$ cat src/rtl/scg_pkg.sv
package scg_pkg;

    typedef enum logic {
        PH_PRE  = 1'b0,
        PH_POST = 1'b1
    } phase_e;

    // Ten raised to e, computed by repeated multiplication.
    function automatic int unsigned pow10(input int unsigned e);
        int unsigned r;
        r = 1;
        for (int unsigned i = 0; i < e; i++) begin
            r = r * 10;
        end
        return r;
    endfunction

endpackage

$ cat src/rtl/scg_code_decode.sv
module scg_code_decode
    import scg_pkg::*;
#(
    parameter int MAX_EXP = 7,
    parameter int EXP_W   = 3,
    parameter int CNT_W   = 24
) (
    input  logic [EXP_W+1:0] code,
    output logic [CNT_W-1:0] div_count
);
    localparam int          NUM_EXP = 1 << EXP_W;
    localparam int unsigned TOP_V   = pow10(MAX_EXP);

    logic [CNT_W-1:0] tab [NUM_EXP*4];

    // One entry per code; clamping is folded into the constant.
    for (genvar g = 0; g < NUM_EXP; g++) begin : g_exp
        for (genvar h = 0; h < 4; h++) begin : g_mant
            localparam int unsigned MV  = (h == 0) ? 1 : ((h == 1) ? 2 : 4);
            localparam int unsigned RAW = (g > MAX_EXP) ? TOP_V :
                                          ((g == MAX_EXP) && (MV > 1)) ? TOP_V :
                                          MV * pow10(g);
            assign tab[g*4 + h] = CNT_W'(RAW);
        end
    end

    assign div_count = tab[code];

endmodule

$ cat src/rtl/scg_divider.sv
module scg_divider #(
    parameter int CNT_W = 24
) (
    input  logic             clk,
    input  logic             rst_n,
    input  logic             clear,
    input  logic             hold,
    input  logic [CNT_W-1:0] limit,
    output logic             tick,
    output logic [CNT_W-1:0] count
);
    typedef struct packed {
        logic [CNT_W-1:0] cnt;
    } div_state_t;

    div_state_t st_d, st_q;

    // Comparing with >= recovers the counter if the limit drops below it.
    assign tick  = !clear && !hold && (st_q.cnt >= (limit - CNT_W'(1)));
    assign count = st_q.cnt;

    always_comb begin
        st_d = st_q;
        if (clear) begin
            st_d.cnt = '0;
        end else if (hold) begin
            st_d.cnt = st_q.cnt;
        end else if (tick) begin
            st_d.cnt = '0;
        end else begin
            st_d.cnt = st_q.cnt + CNT_W'(1);
        end
    end

    always_ff @(posedge clk or negedge rst_n) begin
        if (!rst_n) begin
            st_q <= '0;
        end else begin
            st_q <= st_d;
        end
    end

endmodule

$ cat src/rtl/scg_edge_sync.sv
module scg_edge_sync #(
    parameter int STAGES = 2
) (
    input  logic clk,
    input  logic rst_n,
    input  logic async_in,
    output logic rise
);
    typedef struct packed {
        logic [STAGES-1:0] sync;
        logic              prev;
    } sync_state_t;

    sync_state_t st_d, st_q;

    assign rise = st_q.sync[STAGES-1] & ~st_q.prev;

    always_comb begin
        st_d      = st_q;
        st_d.sync = {st_q.sync[STAGES-2:0], async_in};
        st_d.prev = st_q.sync[STAGES-1];
    end

    always_ff @(posedge clk or negedge rst_n) begin
        if (!rst_n) begin
            st_q <= '0;
        end else begin
            st_q <= st_d;
        end
    end

endmodule

$ cat src/rtl/sample_clk_gen.sv
module sample_clk_gen
    import scg_pkg::*;
#(
    parameter  int MAX_EXP     = 7,
    parameter  int SYNC_STAGES = 2,
    localparam int EXP_W       = (MAX_EXP < 1) ? 1 : $clog2(MAX_EXP + 1),
    localparam int CODE_W      = EXP_W + 2,
    localparam int CNT_W       = $clog2((10 ** MAX_EXP) + 1)
) (
    input  logic              clk,
    input  logic              rst_n,
    input  logic [CODE_W-1:0] pre_code,
    input  logic [CODE_W-1:0] post_code,
    input  logic              trig,
    input  logic              ext_sel,
    input  logic              ext_clk,
    input  logic              gate,
    output logic              sample_en
);
    typedef struct packed {
        phase_e phase;
        logic   strobe;
    } top_state_t;

    top_state_t       st_d, st_q;
    logic [CNT_W-1:0] div_pre, div_post, div_limit, div_cnt;
    logic             div_tick, ext_rise, restart;

    scg_code_decode #(.MAX_EXP(MAX_EXP), .EXP_W(EXP_W), .CNT_W(CNT_W)) u_dec_pre (
        .code      (pre_code),
        .div_count (div_pre)
    );

    scg_code_decode #(.MAX_EXP(MAX_EXP), .EXP_W(EXP_W), .CNT_W(CNT_W)) u_dec_post (
        .code      (post_code),
        .div_count (div_post)
    );

    assign restart   = trig && (st_q.phase == PH_PRE);
    assign div_limit = (st_q.phase == PH_POST) ? div_post : div_pre;

    scg_divider #(.CNT_W(CNT_W)) u_div (
        .clk   (clk),
        .rst_n (rst_n),
        .clear (restart || ext_sel),
        .hold  (!gate),
        .limit (div_limit),
        .tick  (div_tick),
        .count (div_cnt)
    );

    scg_edge_sync #(.STAGES(SYNC_STAGES)) u_ext (
        .clk      (clk),
        .rst_n    (rst_n),
        .async_in (ext_clk),
        .rise     (ext_rise)
    );

    always_comb begin
        st_d        = st_q;
        st_d.phase  = trig ? PH_POST : st_q.phase;
        st_d.strobe = ext_sel ? (ext_rise && gate) : div_tick;
    end

    always_ff @(posedge clk or negedge rst_n) begin
        if (!rst_n) begin
            st_q <= '{phase: PH_PRE, strobe: 1'b0};
        end else begin
            st_q <= st_d;
        end
    end

    assign sample_en = st_q.strobe;

endmodule

$ cat config.mk
export PLATFORM = sky130hd
export DESIGN_NAME = sample_clk_gen
export DESIGN_NICKNAME = d
export VERILOG_FILES = /design/src/rtl/scg_pkg.sv /design/src/rtl/scg_code_decode.sv /design/src/rtl/scg_divider.sv /design/src/rtl/scg_edge_sync.sv /design/src/rtl/sample_clk_gen.sv
export SDC_FILE = /design/constraint.sdc
export NUM_CORES = 1
export LEC_CHECK = 0
export ABC_AREA = 1
export BUFFER_PORTS_ARGS = -buffer_cell sky130_fd_sc_hd__buf_2
export CORE_UTILIZATION = 60
export DETAILED_ROUTE_END_ITERATION = 10
export PLACE_DENSITY = 0.81
export SLEW_MARGIN = 20
export SYNTH_ARGS = -nofsm -noshare
export SYNTH_HDL_FRONTEND = slang
export SYNTH_SLANG_ARGS = --single-unit
$ cat constraint.sdc
create_clock -name clk -period 4.2 [get_ports clk]
set_input_delay 0.84 -clock clk [delete_from_list [all_inputs] [get_ports clk]]
set_output_delay 0.84 -clock clk [all_outputs]
set_load 0.02 [all_outputs]
Word level (Yosys, flattened, before mapping)
Memory sizes are Yosys's and may differ from the RTL's.
Index checks and enable logic that the tools add are counted.

storage, ports and cells
  register bits = 29
  bits of input ports = 16
  memories kept = 2
  word-level logic and storage cells = 33
  ROM bits = 1536
  output and inout bits = 1

memory list
  memory           words  bits a word  read ports  clocked after memory_dff  write ports  RTL line               RTL
  (no name shown)  32     24           1           0                         0            scg_code_decode.sv:27  assign div_count = tab[code];
  (no name shown)  32     24           1           0                         0            scg_code_decode.sv:27

operators by class
  magnitude comparators = 3
  reductions and logical operators = 7
  bitwise operators = 5
  $add $sub $neg = 2
  mux-type cells = 9

operators with widths
  operator               number
  $mux 24                8
  $add 24x1->24 const B  1
  $ge 24x24->1           1
  $sub 24x1->24 const B  1
  $ge 6x6->1 const B     2
  $not 5->6              2
  $logic_and 1x1->1      4
  $not 1->1              2
  $reduce_bool 2->1      1
  $and 1x1->1            1
  $logic_not 1->1        1
  $logic_or 1x1->1       1
  $mux 1                 1

Logic depth before layout (Yosys ltp)
  depth after elaboration = 11
  depth in mapped cells = 25
  depth with buffers taken out = 23

By module
Synthesis repeated with hierarchy kept, for this count alone.

unflattened totals
  cell total of the unflattened synthesis = 738
  area, all modules = 4157.7 um^2

by module, submodules not included
  module           instances  sequential area each (um^2)  cells an instance  area each (um^2)
  scg_divider      1          600.6                        463                2767.7
  scg_code_decode  2          0.0                          91                 446.7
  sample_clk_gen   1          50.0                         88                 411.6
  scg_edge_sync    1          75.1                         5                  85.1

Least setup slack after synthesis
OpenSTA, ideal clock, no wires.

  path kind = input to register
  start point = input port pre_code[1]
  end point = register u_div.st_q, in the netlist u_div.count[17]
  stages on the path = 24
  library setup time = 65 ps
  setup slack = 754 ps
  buffers on the path = 2
  data required time = 4135 ps
  data arrival time = 3382 ps
  cell sequence = buf_4 > inv_2 > nand2_1 > nand2_1 > nand3_1 > o21ai_0 > inv_1 > ha_1 > nand3_1 > inv_1 > nand2_2 > nor2_8 > a21oi_1 > ha_1 > nand2_1 > o21ai_0 > nand2_1 > nand2_1 > inv_1 > nand2_1 > nor2_1 > buf_2 > nand3_1 > nand2_1

between the ends
  longest elaborated chain between the ends = 11

RTL lines
  element                                      RTL line               RTL
  start: declaration                           sample_clk_gen.sv:12   input logic [CODE_W-1:0] pre_code,
  $not 5->6 (implied by the code)              scg_code_decode.sv:27
  $mem_v2 32x24                                n/a
  $mux 24 (implied by the code) (2 in series)  scg_code_decode.sv:27
  $mux 24                                      sample_clk_gen.sv:40   assign div_limit = (st_q.phase == PH_POST) ? div_post : div_pre;
  $sub 24x1->24                                scg_divider.sv:19      assign tick = !clear && !hold && (st_q.cnt >= (limit - CNT_W'(1)));
  $ge 24x24->1                                 scg_divider.sv:19
  $logic_and 1x1->1                            scg_divider.sv:19
  $mux 24                                      scg_divider.sv:28      end else if (tick) begin
  $mux 24                                      scg_divider.sv:26      end else if (hold) begin
  $mux 24                                      scg_divider.sv:24      if (clear) begin
  end signal: assignment                       scg_divider.sv:39      st_q <= st_d;
  end: declaration                             scg_divider.sv:16      div_state_t st_d, st_q;

No other way between the ends. The select of a mux whose other input is x is not followed.
A chain may end at the register's enable or synchronous reset.

Worst setup path in the final report
  start point = input port post_code[1]
  end point = register u_div.st_q, in the netlist u_div.count[19]

between the ends
  longest elaborated chain between the ends = 11

RTL lines
  element                                      RTL line               RTL
  start: declaration                           sample_clk_gen.sv:13   input logic [CODE_W-1:0] post_code,
  $not 5->6 (implied by the code)              scg_code_decode.sv:27
  $mem_v2 32x24                                n/a
  $mux 24 (implied by the code) (2 in series)  scg_code_decode.sv:27
  $mux 24                                      sample_clk_gen.sv:40
  $sub 24x1->24                                scg_divider.sv:19
  $ge 24x24->1                                 scg_divider.sv:19
  $logic_and 1x1->1                            scg_divider.sv:19
  $mux 24                                      scg_divider.sv:28
  $mux 24                                      scg_divider.sv:26
  $mux 24                                      scg_divider.sv:24

No other way between the ends. The select of a mux whose other input is x is not followed.

==> results.json <==
{
  "ys.flop_type": "dfrtp_1",
  "period_minus_slack_ps": 3690,
  "antenna_cells": 0,
  "status": "finished, final reports clean",
  "viasPerCell": 5.89,
  "worstPathRequired_ps": 4370,
  "clk_pin_slew_ps": 60,
  "io_pins": 17,
  "slowest_stage": "nor3_1",
  "crit_path_end_kind": "register",
  "grt_antenna_before_repair": 0,
  "finalPower_uw": 747,
  "hp-class": "register to register",
  "slowest_delay_ps": 330,
  "design_area_sq_um": 3800,
  "tightestPinTransition_ps": 987,
  "synth_nets": 637,
  "synthTopCellsByArea": "nand2_1 (21%), dfrtp_1 (20%), nand3_1 (9.5%)",
  "cts_setup_buffers": 0,
  "post-route-period-util_pct": 87.9,
  "hold_viol_final": 0,
  "cts_tree": "done",
  "maxCapViolCount": 0,
  "htreeDepth": 2,
  "reg2reg_depth": 20,
  "synth_edf_count": 0,
  "drt_pass1_iterations": 5,
  "synthesis.area_sq_um": 3630,
  "cts_sinks": 29,
  "io_buffers": 16,
  "antenna_left": 0,
  "cts_resized": 0,
  "initial_core_util_pct": 63.9,
  "dp.cells": 670,
  "chipHeight_um": 79.7,
  "numCtsBuffers": 5,
  "overflow": 0,
  "core_sq_um": 5680,
  "path_buf_inv": 5,
  "drc": 0,
  "vias": 3992,
  "ys_types": 44,
  "num_rows": 27,
  "stdcell_count": 678,
  "first_iter_violations": 483,
  "max_freq_ghz": 0.271,
  "place_area_sq_um": 3700,
  "critPathTopFamily": "simple AND/OR/NAND/NOR gates",
  "synth_seq_cells": 29,
  "nets": 647,
  "cp-start-kind": "input pin",
  "grt_pass1_wl_mm": 16.8,
  "die_width_um": 79.7,
  "mostFrequentLayoutCells": "nand2_1 (201), nor2_1 (76), nand3_1 (69)",
  "yosys_warnings": 0,
  "power_density_nw_per_um2": 197,
  "grt_max_degree": 30,
  "yosysTopAreaCell": "nand2_1",
  "dpl.hpwl_mm": 7.81,
  "slew_viol_final": 0,
  "synth_top_area_share_pct": 20.8,
  "areaGrowthSynthToFinish_pct": 4.73,
  "fillers": 526,
  "ir_drop_uv": 170,
  "wl_per_cell_um": 14.8,
  "syn_avg_cell_area_sq_um": 6.09,
  "whs_ps": 359,
  "root_buffer": "clkbuf_8",
  "min_path_cells": 0,
  "finalWeightedCongestion": 0.973,
  "routed_wl_mm": 10.0,
  "crit_path_max_fanout": 15,
  "skew_ps": 5.95,
  "cp.depth": 22,
  "rsz0062_at_grt": "no",
  "cp_common_cell": "nand2_1",
  "grt_pass1_vias": 3516,
  "clockBufferDepth": 2,
  "path_class": "input pin to register",
  "drive_above_1_share_pct": 10.6,
  "synthCells": 595,
  "ys_seq_area_share_pct": 20.0,
  "insertion_delay_ps": 290,
  "setup_viol": 0,
  "arrival_ps": 3870,
  "fin_tns_setup_ps": 0,
  "grt_usage_pct": 34.4,
  "slew_headroom_pct": 34.2,
  "cp_cell_sequence": "buf_2, inv_1, nand2_1, nand2_1, nand4_1, o21ai_0, inv_1, ha_1, nand3_1, inv_1, nand2_2, nor2_8, a21oi_1, ha_1, nand4_1, nor3_1, nand2_1, a21oi_1, nor2_1, buf_4, nand3_1, nand2_1",
  "fp.dieArea_sq_um": 6360,
  "leakage_uw": 0.00194,
  "layout_commonest_cell": "nand2_1",
  "cts_hold_buf": 0,
  "synth-async-reset-ratio_pct": 100
}
[cells in the mapped netlist, drive strengths merged (3+ instances only)]
cell    count
nand3b      3
inv        54
dfrtp      29
nand3      72
nand2     207
nor2       90
ha         26
xnor2       6
a21oi      36
nand4       9
xor2        8
o21a        3
o21ai      15
buf        17
[layout make-up]
cell class	count	area [sq um]	share of cell area, %
multi-input cells	492	2540	67.0
flip-flops and latches	29	726	19.1
inverters	56	219	5.77
repair buffers	21	118	3.10
clock buffers	7	96.3	2.54
well taps	72	90.1	2.37
clock inverters	1	5.00	0.132
[final timing paths]
kind                               start  slack, ps              end
setup / recovery            post_code[1]        510  u_div.count[19]
hold / removal             u_ext.st_d[2]        360    u_ext.st_d[0]
setup reg to reg                 st_q[1]        700  u_div.count[19]
hold reg to reg            u_ext.st_d[2]        360    u_ext.st_d[0]
max in group asynchronous          rst_n       3180  u_div.count[13]
min in group asynchronous          rst_n        570   u_div.count[3]
[stage by stage]
step                setup slack (ps)  util (%)
floorplan                        754         -
global placement                 325      65.1
detailed placement               312      65.1
CTS                              597      66.9
global route                     221      66.9
finish                           506      66.9
[power by group]
part | switching (uW) | total, uW | internal, uW
logic | 138 | 202 | 63.8
registers | 4.25 | 287 | 283
clock network | 110 | 258 | 148
total | 252 | 747 | 494
[metal layers]
metal	GRT usage, %	part of all wire [%]	up-vias
met3	6.29	9.6	17
li1	-	-	1954
met4	8.39	1.5	0
met1	51.8	47	1821
met5	0	0	-
met2	50.1	42	200
[kinds of logic (layout without fill, tap and decap cells)]
| family | after synthesis | after routing | synth area share (%) |
|---|---|---|---|
| flops | 29 | 29 | 20.0 |
| buf+inv | 74 | 85 | 9.83 |
| compound gates | 67 | 67 | 10.7 |
| fa+ha+maj | 26 | 26 | 8.97 |
| xor+xnor | 14 | 14 | 3.38 |
| simple gates | 385 | 385 | 47.1 |
[registers in the layout (all words and copies together) (netlist names)]
register	cells
sample_en	1
st_q	1
u_div.count	24
u_ext.st_d	2
u_ext.st_q	1
Note: power is estimated with default switching activity, not from simulation.
